--- config.mk ---
export PLATFORM = sky130hd
export DESIGN_NAME = spi_hold_ctrl
export DESIGN_NICKNAME = d
export VERILOG_FILES = /design/src/rtl/spi_hold_pkg.sv /design/src/rtl/spi_hold_sync.sv /design/src/rtl/spi_hold_fsm.sv /design/src/rtl/spi_hold_ctrl.sv
export SDC_FILE = /design/constraint.sdc
export NUM_CORES = 1
export LEC_CHECK = 0
export ABC_AREA = 1
export CORE_AREA = 2 2 39 41
export DETAILED_ROUTE_END_ITERATION = 10
export DIE_AREA = 0 0 41 43
export PLACE_DENSITY_LB_ADDON = 0.05
export SETUP_SLACK_MARGIN = 0.3
export SLEW_MARGIN = 40
export SYNTH_ARGS = -nofsm -noshare
export SYNTH_HDL_FRONTEND = slang
export SYNTH_SLANG_ARGS = --single-unit
--- constraint.sdc ---
create_clock -name clk -period 2 [get_ports clk]
set_input_delay 0.2 -clock clk [delete_from_list [all_inputs] [get_ports clk]]
set_output_delay 0.2 -clock clk [all_outputs]
set_load 0.02 [all_outputs]
--- src/rtl/spi_hold_pkg.sv ---
package spi_hold_pkg;

   typedef enum logic [1:0] {
      HS_RUN    = 2'd0,
      HS_ARMED  = 2'd1,
      HS_PAUSED = 2'd2
   } hold_state_t;

   localparam int PIN_W   = 4;
   localparam int PIN_CS  = 0;
   localparam int PIN_SCK = 1;
   localparam int PIN_HLD = 2;
   localparam int PIN_SI  = 3;

endpackage

--- src/rtl/spi_hold_sync.sv ---
module spi_hold_sync #(
   parameter int          STAGES  = 2,
   parameter int          W       = 4,
   parameter logic [W-1:0] RST_VAL = '0
) (
   input  logic         clk,
   input  logic         rst_n,
   input  logic [W-1:0] d,
   output logic [W-1:0] lvl,
   output logic [W-1:0] lvl_prev
);

   generate
      if (STAGES < 2) begin : g_bad_stages
         $error("spi_hold_sync: STAGES must be at least 2");
      end
      if (W < 1) begin : g_bad_width
         $error("spi_hold_sync: W must be at least 1");
      end
   endgenerate

   logic [STAGES-1:0][W-1:0] stg;
   logic [W-1:0]             prev_q;

   always_ff @(posedge clk or negedge rst_n) begin
      if (!rst_n) begin
         stg    <= {STAGES{RST_VAL}};
         prev_q <= RST_VAL;
      end else begin
         stg    <= {stg[STAGES-2:0], d};
         prev_q <= stg[STAGES-1];
      end
   end

   generate
      for (genvar b = 0; b < W; b++) begin : g_bit
         assign lvl[b]      = stg[STAGES-1][b];
         assign lvl_prev[b] = prev_q[b];
      end
   endgenerate

endmodule

--- src/rtl/spi_hold_fsm.sv ---
module spi_hold_fsm
   import spi_hold_pkg::*;
(
   input  logic clk,
   input  logic rst_n,
   input  logic cs_n_s,
   input  logic cs_n_p,
   input  logic sck_s,
   input  logic sck_p,
   input  logic hold_s,
   input  logic hold_p,
   input  logic so_req,
   output logic rise_en,
   output logic fall_en,
   output logic so_oe,
   output logic paused,
   output logic abort
);

   hold_state_t st, nx;

   logic sck_rise, sck_fall, hold_rise, cs_rise, selected;

   assign sck_rise  = sck_s & ~sck_p;
   assign sck_fall  = ~sck_s & sck_p;
   assign hold_rise = hold_s & ~hold_p;
   assign cs_rise   = cs_n_s & ~cs_n_p;
   assign selected  = ~cs_n_s;

   always_comb begin
      nx = st;
      if (!selected) begin
         nx = HS_RUN;
      end else begin
         unique case (st)
            HS_RUN: begin
               if (!hold_s) nx = sck_s ? HS_ARMED : HS_PAUSED;
            end
            HS_ARMED: begin
               if (hold_s)      nx = HS_RUN;
               else if (!sck_s) nx = HS_PAUSED;
            end
            HS_PAUSED: begin
               if (hold_rise && !sck_s) nx = HS_RUN;
            end
            default: nx = HS_RUN;
         endcase
      end
   end

   always_ff @(posedge clk or negedge rst_n) begin
      if (!rst_n) st <= HS_RUN;
      else        st <= nx;
   end

   assign paused  = (st == HS_PAUSED);
   assign rise_en = sck_rise & selected & ~paused;
   assign fall_en = sck_fall & selected & hold_s & ~paused;
   assign so_oe   = so_req & selected & hold_s & (st == HS_RUN);
   assign abort   = cs_rise & (st != HS_RUN);


   a_r4_quiet_paused: assert property (@(posedge clk) disable iff (!rst_n)
      paused |-> (!rise_en && !fall_en));

   a_r7_so_released: assert property (@(posedge clk) disable iff (!rst_n)
      (!hold_s || cs_n_s) |-> !so_oe);
   // a pause only takes effect from a low serial clock
   a_r6_pause_from_low: assert property (@(posedge clk) disable iff (!rst_n)
      $rose(paused) |-> !$past(sck_s));

   a_r8_stay_paused_high: assert property (@(posedge clk) disable iff (!rst_n)
      (paused && sck_s && selected) |=> paused);

   a_r10_abort_single: assert property (@(posedge clk) disable iff (!rst_n)
      abort |=> (!abort && !paused));

   a_r12_gated_deselected: assert property (@(posedge clk) disable iff (!rst_n)
      cs_n_s |-> (!rise_en && !fall_en));

endmodule

--- src/rtl/spi_hold_ctrl.sv ---
module spi_hold_ctrl
   import spi_hold_pkg::*;
#(
   parameter int   SYNC_STAGES = 2,
   parameter logic SCK_IDLE    = 1'b0
) (
   input  logic clk,
   input  logic rst_n,
   input  logic cs_n_pin,
   input  logic sck_pin,
   input  logic si_pin,
   input  logic hold_n_pin,
   input  logic eng_so_req,
   output logic sck_rise_en,
   output logic sck_fall_en,
   output logic si_bit,
   output logic so_oe,
   output logic paused,
   output logic seq_abort
);

   localparam logic [PIN_W-1:0] PIN_RST = {1'b0, 1'b1, SCK_IDLE, 1'b1};

   logic [PIN_W-1:0] pins, lvl, lvl_p;
   logic             unused_si_prev;

   assign pins[PIN_CS]  = cs_n_pin;
   assign pins[PIN_SCK] = sck_pin;
   assign pins[PIN_HLD] = hold_n_pin;
   assign pins[PIN_SI]  = si_pin;

   spi_hold_sync #(
      .STAGES (SYNC_STAGES),
      .W      (PIN_W),
      .RST_VAL(PIN_RST)
   ) u_sync (
      .clk     (clk),
      .rst_n   (rst_n),
      .d       (pins),
      .lvl     (lvl),
      .lvl_prev(lvl_p)
   );

   assign si_bit         = lvl[PIN_SI];
   assign unused_si_prev = lvl_p[PIN_SI];

   spi_hold_fsm u_fsm (
      .clk    (clk),
      .rst_n  (rst_n),
      .cs_n_s (lvl[PIN_CS]),
      .cs_n_p (lvl_p[PIN_CS]),
      .sck_s  (lvl[PIN_SCK]),
      .sck_p  (lvl_p[PIN_SCK]),
      .hold_s (lvl[PIN_HLD]),
      .hold_p (lvl_p[PIN_HLD]),
      .so_req (eng_so_req),
      .rise_en(sck_rise_en),
      .fall_en(sck_fall_en),
      .so_oe  (so_oe),
      .paused (paused),
      .abort  (seq_abort)
   );

endmodule

==> load_flow_metrics.sql <==
INSERT INTO impl_metrics (metric_group, metric, value, unit) VALUES
('status', 'run_status', 'finished, final reports clean', ''),
('flow_run', 'maxCapViolations', '0', ''),
('synthesis', 'ys_ff_latch', '13', ''),
('clocking', 'cts_num_sinks', '13', ''),
('floorplanning', 'die-area', '1760', 'µm²'),
('power_and_ir_drop', 'clock_power_share', '28.2', '%'),
('detailed_routing', 'finalWirelength', '786', 'µm'),
('power_and_ir_drop', 'power.net_switching', '137', 'µW'),
('layout', 'antenna_cells_inserted', '0', ''),
('floorplanning', 'floorplan.initialDensity', '34.4', '%'),
('placement', 'buffer_ports.inserted', '12', ''),
('detailed_routing', 'drt.antenna.violating_nets', '0', ''),
('placement', 'gpl.final_weighted_congestion', '0.639', ''),
('sta', 'finalSetupTns', '0', 'ns'),
('sta', 'final_max_slew_viol_count', '0', ''),
('grt', 'remaining_global_route_overflow', '0', ''),
('clocking', 'clockRootBuffer', 'sky130_fd_sc_hd__clkbuf_4', ''),
('layout', 'layout.cells.most_common_list', 'sky130_fd_sc_hd__clkdlybuf4s50_1 (7), sky130_fd_sc_hd__dfrtp_1 (7), sky130_fd_sc_hd__nand2_1 (6), sky130_fd_sc_hd__dfstp_2 (6)', ''),
('detailed_routing', 'drt-vias-per-instance', '4.59', ''),
('floorplanning', 'floorplan.die.width', '41', 'µm'),
('sta', 'layout_min_cycle_time', '1.62', 'ns'),
('layout', 'drive_gt1_share', '28.8', '%'),
('power_and_ir_drop', 'combPwrFrac', '16.1', '%'),
('grt', 'global_route_wire_length_before_repair', '1350', 'µm'),
('setup_path', 'r2r_cells', '4', ''),
('clocking', 'cts.clk_slew.worst_paths', '0.07', 'ns'),
('setup_path', 'critical_path_peak_fanout', '5', ''),
('setup_path', 'cp.arrival', '1.42', 'ns'),
('detailed_routing', '1st_pass_router_iterations', '4', ''),
('synthesis', 'avgSynthCellArea', '11.1', 'µm²'),
('layout', 'total_number_of_nets_in_the_final_design', '67', ''),
('synthesis', 'syn-cell-area', '475', 'µm²'),
('sta', 'worst_pin_slew', '0.547', 'ns'),
('detailed_routing', 'routed-via-count', '344', ''),
('grt', 'first_global_vias', '336', ''),
('sta', 'final-hold-violation-count', '0', ''),
('synthesis', 'synth.yosys.seq_area_share', '70.0', '%'),
('sta', 'rsz0062_at_grt', 'no', ''),
('setup_path', 'critical_path_class', 'reg -> out', ''),
('placement', 'dp_hpwl', '628', 'µm'),
('power_and_ir_drop', 'cellLeakagePower', '0.301', 'nW'),
('floorplanning', 'io_pins', '13', ''),
('clocking', 'ctsHtreeMaxLevel', '1', ''),
('clocking', 'ctsLongestPathBuffers', '2', ''),
('floorplanning', 'die_height', '43', 'µm'),
('clocking', 'cts-buffers-inserted', '3', ''),
('setup_path', 'setup.worst_path.end_class', 'output port', ''),
('grt', 'pin_count_of_the_biggest_net_entering_global_routing', '14', ''),
('power_and_ir_drop', 'power.sequential.fraction', '55.7', '%'),
('synthesis', 'synth_net_count', '50', ''),
('detailed_routing', 'post_drt_wl_per_cell', '10.5', 'µm'),
('floorplanning', 'placeable_core_region', '1380', 'µm²'),
('power_and_ir_drop', 'power_density', '843', 'nW/µm²'),
('detailed_routing', 'drc', '0', ''),
('setup_path', 'cp_data_required_time', '1.80', 'ns'),
('synthesis', 'ys.warnings.count', '0', ''),
('power_and_ir_drop', 'fin_total_pwr', '534', 'µW'),
('grt', 'antenna_violations_before_repair', '0', ''),
('clocking', 'clkLatencyLatePin', '0.27', 'ns'),
('power_and_ir_drop', 'sw_frac_of_total', '25.6', '%'),
('sta', 'maxClockFrequency', '618', 'MHz'),
('sta', 'final_critical_path_share_of_the_clock_period', '80.9', '%'),
('layout', 'nFillCells', '140', ''),
('synthesis', 'syn-instance-count', '43', ''),
('layout', 'area_growth', '33.2', '%'),
('power_and_ir_drop', 'vdd_ir_drop_max', '0.000334', 'V'),
('grt', 'track_usage', '12.3', '%'),
('clocking', 'cts_tree', 'yes', ''),
('min_path', 'holdCritPathClass', 'in -> async', ''),
('sta', 'fin_skew', '0.00109', 'ns'),
('floorplanning', 'row_count', '14', ''),
('clocking', 'cts.hold.buffers_added', '0', ''),
('power_and_ir_drop', 'power_report.internal_total', '397', 'µW'),
('synthesis', 'yosys.cell_types.count', '13', ''),
('detailed_routing', 'drtIter0Drc', '5', ''),
('sta', 'maxSlewHeadroom', '63.4', '%'),
('sta', 'timing.final.setup_violations', '0', ''),
('setup_path', 'timing.critical_path.from_type', 'register', '');
[worst max-delay path, stage by stage (launching register included)]
cell                            delay (ns)
sky130_fd_sc_hd__dfstp_2              0.58
sky130_fd_sc_hd__inv_2                0.06
sky130_fd_sc_hd__nor3_1               0.16
sky130_fd_sc_hd__dlygate4sd2_1        0.35
[power by group through the flow]
stage / combinational, mW / sequential (mW) / clock, mW
after floorplan: 0.0492 / 0.301 / 0
after detailed placement: 0.0929 / 0.302 / 0
after CTS: 0.0871 / 0.297 / 0.163
after global routing: 0.0951 / 0.300 / 0.179
final: 0.0857 / 0.297 / 0.151
after global placement: 0.0894 / 0.301 / 0
[metal layers]
metal	vias to the layer above	global-route usage [%]	share of wire, %	wire length (µm)
li1	166	-	-	-
met1	162	12.5	37	289
met2	13	18.8	54	426
met3	3	4.71	6.0	47
met4	0	10.0	2.9	23
met5	-	0	0	0
[repair_timing]
action	in CTS	in global routing
setup buffers	0	0
endpoints found under the setup margin	5	2
gates resized for setup	5	3
[cell families (layout without fill, tap and decap cells)]
family / Yosys count / count (layout) / synth area share, %
AND/OR/NAND/NOR: 21 / 21 / 22.4
AO/OA/AOI/OAI: 2 / 2 / 2.11
buffers and inverters: 7 / 23 / 5.53
flip-flops: 13 / 13 / 70.0
[sequential cells by signal, summed over array words and instances (netlist names)]
register and flops:
u_sync.stg 4, u_sync.lvl 4, u_fsm.st 2, u_sync.lvl_prev 3
[cells in the mapped netlist]
library cell / instances / area [µm²]
sky130_fd_sc_hd__dfrtp_1: 7 / 175
sky130_fd_sc_hd__dfstp_2: 6 / 158
sky130_fd_sc_hd__inv_1: 4 / 15.0
sky130_fd_sc_hd__inv_2: 3 / 11.3
sky130_fd_sc_hd__nand2_1: 6 / 22.5
sky130_fd_sc_hd__nand2_2: 2 / 12.5
sky130_fd_sc_hd__nand3_1: 4 / 20.0
sky130_fd_sc_hd__nand3b_1: 1 / 7.51
sky130_fd_sc_hd__nor2_1: 4 / 15.0
sky130_fd_sc_hd__nor2_2: 1 / 6.26
sky130_fd_sc_hd__nor3_1: 2 / 10.0
sky130_fd_sc_hd__nor4_2: 1 / 12.5
sky130_fd_sc_hd__o21ai_1: 2 / 10.0
[final cells by class]
type / count / area [µm²] / area share [%]
Inverter: 7 / 26.3 / 4.15
Sequential cell: 13 / 333 / 52.6
Tap cell: 16 / 20.0 / 3.16
Timing Repair Buffer: 12 / 111 / 17.6
Clock buffer: 4 / 26.3 / 4.15
Multi-Input combinational cell: 23 / 116 / 18.4
[stage by stage]
stage	instances	setup slack, ns	area [µm²]	utilization [%]	hold slack, ns
CTS	75	0.283	636	45.9	0.288
global route	75	0.300	633	45.8	0.299
finish	75	0.383	633	45.8	0.287
detailed placement	71	0.321	616	44.5	0.347
floorplan	43	0.691	475	-	-0.0956
global placement	71	0.389	616	44.5	0.336
[worst paths after layout]
path	end	startpoint	slack, ns
max in group asynchronous	u_sync.stg[2]$_DFF_PN1_	rst_n	1.34
setup reg to reg	u_fsm.st[0]$_DFFE_PN0P_	u_fsm.st[0]$_DFFE_PN0P_	0.94
hold reg to reg	u_sync.lvl[3]$_DFF_PN0_	u_sync.stg[3]$_DFF_PN0_	0.36
min in group clk	u_sync.stg[2]$_DFF_PN1_	hold_n_pin	0.33
hold / removal	u_sync.stg[1]$_DFF_PN0_	rst_n	0.29
setup / recovery	seq_abort	u_sync.lvl[0]$_DFF_PN1_	0.38
No activity file was read; power rests on OpenSTA's default activity.
